--- config.mk ---
export PLATFORM = sky130hd
export DESIGN_NAME = bp_fetch_predictor
export DESIGN_NICKNAME = d
export VERILOG_FILES = /design/src/rtl/bp_pkg.sv /design/src/rtl/bp_history_table.sv /design/src/rtl/bp_target_buffer.sv /design/src/rtl/bp_resolve.sv /design/src/rtl/bp_fetch_predictor.sv
export SDC_FILE = /design/constraint.sdc
export NUM_CORES = 1
export LEC_CHECK = 0
export BUFFER_PORTS_ARGS = -buffer_cell sky130_fd_sc_hd__buf_2
export CELL_PAD_IN_SITES_DETAIL_PLACEMENT = 1
export CELL_PAD_IN_SITES_GLOBAL_PLACEMENT = 1
export CORE_MARGIN = 5
export CORE_UTILIZATION = 55
export CTS_CLUSTER_DIAMETER = 150
export DETAILED_ROUTE_END_ITERATION = 10
export PLACE_DENSITY_LB_ADDON = 0.1
export SETUP_SLACK_MARGIN = 0.1
export SYNTH_ARGS = -nofsm -noshare
export SYNTH_HDL_FRONTEND = slang
export SYNTH_SLANG_ARGS = --single-unit
--- constraint.sdc ---
create_clock -name clk -period 7.95 [get_ports clk]
set_input_delay 0.795 -clock clk [delete_from_list [all_inputs] [get_ports clk]]
set_output_delay 0.795 -clock clk [all_outputs]
set_load 0.05 [all_outputs]
--- src/rtl/bp_pkg.sv ---
package bp_pkg;

  typedef logic [1:0] ctr_t;

  localparam ctr_t CTR_STRONG_NT = 2'b00;
  localparam ctr_t CTR_WEAK_NT   = 2'b01;
  localparam ctr_t CTR_WEAK_T    = 2'b10;
  localparam ctr_t CTR_STRONG_T  = 2'b11;

  // saturating step toward the resolved outcome
  function automatic ctr_t ctr_step(input ctr_t cur, input logic taken);
    ctr_t res;
    if (taken) res = (cur == CTR_STRONG_T)  ? cur : cur + 2'd1;
    else       res = (cur == CTR_STRONG_NT) ? cur : cur - 2'd1;
    return res;
  endfunction

  function automatic logic ctr_dir(input ctr_t cur);
    return cur[1];
  endfunction

endpackage

--- src/rtl/bp_history_table.sv ---
module bp_history_table #(
  parameter int IDX_W = 6
) (
  input  logic             clk,
  input  logic             rst,
  input  logic             rd_en,
  input  logic [IDX_W-1:0] rd_idx,
  output bp_pkg::ctr_t     rd_ctr,
  input  logic             wr_en,
  input  logic [IDX_W-1:0] wr_idx,
  input  logic             wr_taken
);
  import bp_pkg::*;

  localparam int DEPTH = 1 << IDX_W;

  ctr_t ctr_q [DEPTH];

  // training port; every entry restarts weakly not-taken
  always_ff @(posedge clk) begin
    if (rst) begin
      for (int i = 0; i < DEPTH; i++) ctr_q[i] <= CTR_WEAK_NT;
    end else if (wr_en) begin
      ctr_q[wr_idx] <= ctr_step(ctr_q[wr_idx], wr_taken);
    end
  end

  // registered lookup, old contents on a same-entry collision
  always_ff @(posedge clk) begin
    if (rst)        rd_ctr <= CTR_WEAK_NT;
    else if (rd_en) rd_ctr <= ctr_q[rd_idx];
  end

  AST_CTR_SAT_HIGH: assert property (@(posedge clk) disable iff (rst)
    (wr_en && wr_taken && ctr_q[wr_idx] == CTR_STRONG_T) |=> ctr_q[$past(wr_idx)] == CTR_STRONG_T);
  AST_CTR_SAT_LOW: assert property (@(posedge clk) disable iff (rst)
    (wr_en && !wr_taken && ctr_q[wr_idx] == CTR_STRONG_NT) |=> ctr_q[$past(wr_idx)] == CTR_STRONG_NT);
  AST_CTR_STEP_UP: assert property (@(posedge clk) disable iff (rst)
    (wr_en && wr_taken && ctr_q[wr_idx] != CTR_STRONG_T) |=> ctr_q[$past(wr_idx)] == $past(ctr_q[wr_idx]) + 2'd1);
  AST_CTR_STEP_DOWN: assert property (@(posedge clk) disable iff (rst)
    (wr_en && !wr_taken && ctr_q[wr_idx] != CTR_STRONG_NT) |=> ctr_q[$past(wr_idx)] == $past(ctr_q[wr_idx]) - 2'd1);

endmodule

--- src/rtl/bp_target_buffer.sv ---
module bp_target_buffer #(
  parameter int IDX_W = 4,
  parameter int TAG_W = 26,
  parameter int PC_W  = 32
) (
  input  logic             clk,
  input  logic             rst,
  input  logic             rd_en,
  input  logic [IDX_W-1:0] rd_idx,
  input  logic [TAG_W-1:0] rd_tag,
  output logic             rd_hit,
  output logic [PC_W-1:0]  rd_target,
  input  logic             upd_valid,
  input  logic             upd_taken,
  input  logic [IDX_W-1:0] upd_idx,
  input  logic [TAG_W-1:0] upd_tag,
  input  logic [PC_W-1:0]  upd_target
);
  localparam int DEPTH = 1 << IDX_W;

  // tag and target: plain arrays, no reset, one write and one read port
  logic [TAG_W-1:0] tag_mem [DEPTH];
  logic [PC_W-1:0]  tgt_mem [DEPTH];
  logic [DEPTH-1:0] valid_q;

  logic             wr_en;
  logic [TAG_W-1:0] rd_tag_mem;
  logic [TAG_W-1:0] rd_tag_req;
  logic             rd_valid;

  assign wr_en = upd_valid && upd_taken;

  always_ff @(posedge clk) begin
    if (wr_en) begin
      tag_mem[upd_idx] <= upd_tag;
      tgt_mem[upd_idx] <= upd_target;
    end
    if (rd_en) begin
      rd_tag_mem <= tag_mem[rd_idx];
      rd_target  <= tgt_mem[rd_idx];
      rd_tag_req <= rd_tag;
    end
  end

  always_ff @(posedge clk) begin
    if (rst) begin
      valid_q  <= '0;
      rd_valid <= 1'b0;
    end else begin
      if (wr_en)  valid_q[upd_idx] <= 1'b1;
      if (rd_en)  rd_valid <= valid_q[rd_idx];
    end
  end

  assign rd_hit = rd_valid && (rd_tag_mem == rd_tag_req);

  AST_BTB_NO_ALLOC_NT: assert property (@(posedge clk) disable iff (rst)
    (upd_valid && !upd_taken) |=> $stable(valid_q));
  AST_BTB_ALLOC_TAKEN: assert property (@(posedge clk) disable iff (rst)
    (upd_valid && upd_taken) |=> valid_q[$past(upd_idx)]);

endmodule

--- src/rtl/bp_resolve.sv ---
module bp_resolve #(
  parameter int PC_W = 32
) (
  input  logic            clk,
  input  logic            rst,
  input  logic            upd_valid,
  input  logic            upd_taken,
  input  logic            upd_redirected,
  input  logic [PC_W-1:0] upd_target,
  input  logic [PC_W-1:0] upd_pred_target,
  output logic            flush
);
  logic dir_wrong;
  logic tgt_wrong;

  assign dir_wrong = upd_taken != upd_redirected;
  assign tgt_wrong = upd_taken && upd_redirected && (upd_target != upd_pred_target);

  always_ff @(posedge clk) begin
    if (rst) flush <= 1'b0;
    else     flush <= upd_valid && (dir_wrong || tgt_wrong);
  end

  AST_FLUSH_ON_DIR_MISS: assert property (@(posedge clk) disable iff (rst)
    (upd_valid && (upd_taken != upd_redirected)) |=> flush);
  AST_FLUSH_QUIET_WHEN_RIGHT: assert property (@(posedge clk) disable iff (rst)
    (upd_valid && upd_taken == upd_redirected && (!upd_taken || upd_target == upd_pred_target)) |=> !flush);
  AST_FLUSH_NEEDS_UPDATE: assert property (@(posedge clk) disable iff (rst)
    !upd_valid |=> !flush);

endmodule

--- src/rtl/bp_fetch_predictor.sv ---
module bp_fetch_predictor #(
  parameter int PC_W      = 32,
  parameter int OFS_W     = 2,
  parameter int BHT_IDX_W = 6,
  parameter int BTB_IDX_W = 4
) (
  input  logic            clk,
  input  logic            rst,
  input  logic            fetch_valid,
  input  logic [PC_W-1:0] fetch_pc,
  output logic            pred_valid,
  output logic            pred_taken,
  output logic            pred_hit,
  output logic            pred_redirect,
  output logic [PC_W-1:0] pred_target,
  input  logic            upd_valid,
  input  logic [PC_W-1:0] upd_pc,
  input  logic            upd_taken,
  input  logic [PC_W-1:0] upd_target,
  input  logic            upd_redirected,
  input  logic [PC_W-1:0] upd_pred_target,
  output logic            flush
);
  import bp_pkg::*;

  localparam int TAG_LO = OFS_W + BTB_IDX_W;
  localparam int TAG_W  = PC_W - TAG_LO;

  logic [BHT_IDX_W-1:0] f_bht_idx, u_bht_idx;
  logic [BTB_IDX_W-1:0] f_btb_idx, u_btb_idx;
  logic [TAG_W-1:0]     f_tag, u_tag;
  ctr_t                 f_ctr;
  logic                 unused_ofs;

  assign f_bht_idx = fetch_pc[OFS_W +: BHT_IDX_W];
  assign u_bht_idx = upd_pc[OFS_W +: BHT_IDX_W];
  assign f_btb_idx = fetch_pc[OFS_W +: BTB_IDX_W];
  assign u_btb_idx = upd_pc[OFS_W +: BTB_IDX_W];
  assign f_tag     = fetch_pc[PC_W-1:TAG_LO];
  assign u_tag     = upd_pc[PC_W-1:TAG_LO];
  assign unused_ofs = ^{fetch_pc[OFS_W-1:0], upd_pc[OFS_W-1:0]};

  bp_history_table #(.IDX_W(BHT_IDX_W)) u_bht (
    .clk      (clk),
    .rst      (rst),
    .rd_en    (fetch_valid),
    .rd_idx   (f_bht_idx),
    .rd_ctr   (f_ctr),
    .wr_en    (upd_valid),
    .wr_idx   (u_bht_idx),
    .wr_taken (upd_taken)
  );

  bp_target_buffer #(.IDX_W(BTB_IDX_W), .TAG_W(TAG_W), .PC_W(PC_W)) u_btb (
    .clk        (clk),
    .rst        (rst),
    .rd_en      (fetch_valid),
    .rd_idx     (f_btb_idx),
    .rd_tag     (f_tag),
    .rd_hit     (pred_hit),
    .rd_target  (pred_target),
    .upd_valid  (upd_valid),
    .upd_taken  (upd_taken),
    .upd_idx    (u_btb_idx),
    .upd_tag    (u_tag),
    .upd_target (upd_target)
  );

  bp_resolve #(.PC_W(PC_W)) u_res (
    .clk             (clk),
    .rst             (rst),
    .upd_valid       (upd_valid),
    .upd_taken       (upd_taken),
    .upd_redirected  (upd_redirected),
    .upd_target      (upd_target),
    .upd_pred_target (upd_pred_target),
    .flush           (flush)
  );

  always_ff @(posedge clk) begin
    if (rst) pred_valid <= 1'b0;
    else     pred_valid <= fetch_valid;
  end

  assign pred_taken    = ctr_dir(f_ctr);
  assign pred_redirect = pred_hit && pred_taken;

  AST_PRED_LATENCY: assert property (@(posedge clk) disable iff (rst)
    fetch_valid |=> pred_valid);
  AST_PRED_IDLE: assert property (@(posedge clk) disable iff (rst)
    !fetch_valid |=> !pred_valid);

endmodule

==> qor.csv <==
stage;metric;value;unit
placement;IO buf count;166;
route;via count;22300;
timing;Setup Skew;0.02678;ns
route;vias per cell;6.430;
clock_network;clock latency on the worst-skew pair;0.69;ns
clock_network;Clock transition at path regs;0.06;ns
timing;FMAX;0.2479;GHz
final_layout;post-layout instance area;0.05144;mm^2
route;routed wire length;112200;um
final_layout;Final Non-Filler Cells;3468;
yosys;Cells after Synth;2092;
yosys;area leader, netlist;edfxtp_1;
setup_path;Crit path largest cell delay;0.83;ns
yosys;mapped cell area;0.04561;mm^2
global_route;initial antenna violation count;10;
global_route;pin count of the biggest net entering global routing;107;
timing;endpoints failing hold;0;
route;wire length per cell;32.35;um
timing;min Tclk post-route;4.034;ns
route;drt pass-1 iters;5;
placement;Post-DP Area;0.04773;mm^2
floorplan;die area;0.08879;mm^2
setup_path;crit end category;flip-flop;
clock_network;CTS Root Cell;clkbuf_16;
floorplan;Rows;105;
setup_path;CP Cell Sequence;buf_2 -> buf_4 -> mux4_2 -> a22oi_1 -> a21boi_0 -> nor4_2 -> maj3_2 -> buf_4 -> nand3_1;
floorplan;initial core utilization;55.55;%
yosys;asr flop ratio synth;0;%
clock_network;clock tree buffer depth;3;
floorplan;I/O Pins;171;
final_layout;share of cells above drive strength 1;31.97;%
yosys;Post-synth EDFFs;1140;
timing;Worst slew margin;22.03;%
worst_hold_path;Worst Hold Launch;fetch_pc[19];
placement;hpwl dp;59610;um
setup_path;Worst Setup Path Type;in -> reg;
clock_network;H-tree levels;3;
floorplan;Die W;298.0;um
yosys;most instantiated cells after synthesis;edfxtp_1, mux4_2, nor2_1;
floorplan;die height;298.0;um
clock_network;CTS tree;done;
setup_path;Critical Path Fanout Max;39;
power;Leakage Power;16.06;nW
floorplan;Core Region;0.08211;mm^2
final_layout;Synth-to-Final Area Change;12.78;%
clock_network;post-CTS sizing;0;
setup_path;data required time of the worst path;8.31;ns
route;Final ANT Viol Nets;0;
power;Worst VDD drop;0.0001916;V
final_layout;fin nets;2428;
power;Final Power;12.95;mW
clock_network;hold buffers post-CTS;0;
power;Power Dens Cells;251.8;mW/mm^2
clock_network;total CTS buffers;114;
yosys;Unique masters post-synth;38;
placement;Placed Cells;3247;
yosys;Post-synth top flop;edfxtp_1;
yosys;Synth top area share;75.05;%
setup_path;worst path arrival time;4.40;ns
setup_path;Max stage delay cell, worst path;maj3_2;
run_status;status;completed;
setup_path;CP startpoint;upd_pc[2];
clock_network;Clock Sinks;1160;
route;Iter 0 DRT Violations;2448;
timing;final worst-path cycle share;50.75;%
yosys;most common cell in the netlist;edfxtp_1;
placement;GP Congestion;0.7927;
yosys;#FFs+latches synth;1160;
route;Residual DRC;0;
timing;RSZ-0062 raised after global routing;false;
timing;Final Max Slew Viols;0;
setup_path;crit path launch type;input pin;
global_route;first-pass GRT wire length;165000;um
yosys;top cells by area, synth;edfxtp_1, mux4_2, xnor2_1, dfxtp_1, nor2_1;
timing;Setup TNS;0;ns
global_route;vias in the first global route;24050;
timing;worst slew pin tran;1.161;ns
yosys;yosys warns;0;
yosys;Post-Syn Nets;2227;
clock_network;Post-CTS Setup Repair Bufs;0;
global_route;total global routing overflow;0;
setup_path;Critical R2R Launch;u_bht.ctr_q[7][1];
yosys;syn avg cell area;21.80;um^2
run;maxcap violations;0;
setup_path;crit-path most repeated cell;buf_4;
worst_hold_path;HP Class;in -> reg;
timing;Final Setup Violations;0;
yosys;Seq/Total Area, Yosys;75.93;%
global_route;gr usage total;25.40;%
[flip-flops by register name (all words and copies together) (netlist names)]
register	count
u_btb.tgt_mem	512
u_btb.tag_mem	416
u_bht.ctr_q	128
u_btb.rd_target	32
u_btb.rd_tag_mem	26
u_btb.rd_tag_req	26
u_btb.valid_q	16
pred_valid	1
u_bht.rd_ctr	1
u_btb.rd_valid	1
u_res.flush	1
[through the flow]
step                hold WS [ns]  setup slack (ns)  utilization [%]
CTS                       0.2440             4.035            62.62
detailed placement        0.4598             3.315            58.12
global route              0.2500             3.747            62.63
global placement          0.4434             3.373            58.12
finish                    0.2791             3.916            62.65
floorplan                 0.4348             1.778                -
[critical path: cells and delay by family]
family	cells	cell delay (ns)
mux	1	0.60
fa+ha+maj	1	0.83
buf+inv	3	1.09
compound gates	2	0.50
simple gates	2	0.50
[path summary, 6_finish.rpt]
path | to | slack (ns) | cells past startpoint
setup / recovery | u_bht.ctr_q[32][0] | 3.92 | 9
hold / removal | u_btb.rd_tag_req[13] | 0.28 | 1
setup reg to reg | u_bht.ctr_q[32][0] | 4.44 | 7
hold reg to reg | u_btb.valid_q[10] | 0.47 | 2
[layer usage]
layer	track usage, %	share of wire [%]	wire length, um
met5	0	0.020	23
met4	7.011	2.7	3019
met3	5.031	7.2	8128
met2	41.85	50	56480
met1	35.47	40	44550
[kinds of logic after synthesis]
family,synth area share (%)
flops,75.93
mux,17.18
simple gates,3.607
buf+inv,1.254
xor+xnor,1.114
compound gates,0.8449
fa+ha+maj,0.07406
[power by group]
group | leakage, nW | internal, mW | switching [mW]
combinational | 3.80 | 0.289 | 0.466
clock | 1.80 | 3.03 | 2.29
sequential | 10.5 | 6.83 | 0.0453
total | 16.1 | 10.2 | 2.80
[cells in the final DEF, fill, tap and decap left out, types with 3 or more instances in the layout]
cell / synthesis / routed
bufinv_16: 0 / 11
or2_2: 23 / 23
clkbuf_16: 0 / 115
clkinv_1: 1 / 30
xnor2_1: 58 / 58
a21o_1: 12 / 12
o21bai_1: 13 / 13
buf_2: 24 / 161
mux4_2: 347 / 347
clkinvlp_4: 0 / 3
edfxtp_1: 1140 / 1140
nand2_1: 54 / 54
nand3_1: 46 / 46
buf_4: 3 / 44
dfxtp_1: 20 / 20
nor3_2: 0 / 6
nand2b_1: 26 / 26
diode_2: 0 / 8
clkbuf_1: 66 / 23
a21oi_1: 7 / 7
nor2_4: 0 / 12
nor2b_1: 8 / 8
nand4_1: 21 / 21
nor4_1: 4 / 4
nor2_1: 97 / 85
clkinv_2: 0 / 21
and2_1: 3 / 3
a22oi_1: 16 / 16
nor3_1: 55 / 49
inv_6: 0 / 3
[layout make-up]
class	count	area, um^2
Fill cell	6641	30670
Multi-Input combinational cell	805	10530
Inverter	2	7.507
Tap cell	1070	1339
Antenna cell	8	20.02
Clock buffer	140	2992
Clock inverter	73	703.2
Timing Repair Buffer	210	1217
Sequential cell	1160	34630
No activity file was read; power rests on OpenSTA's default activity.
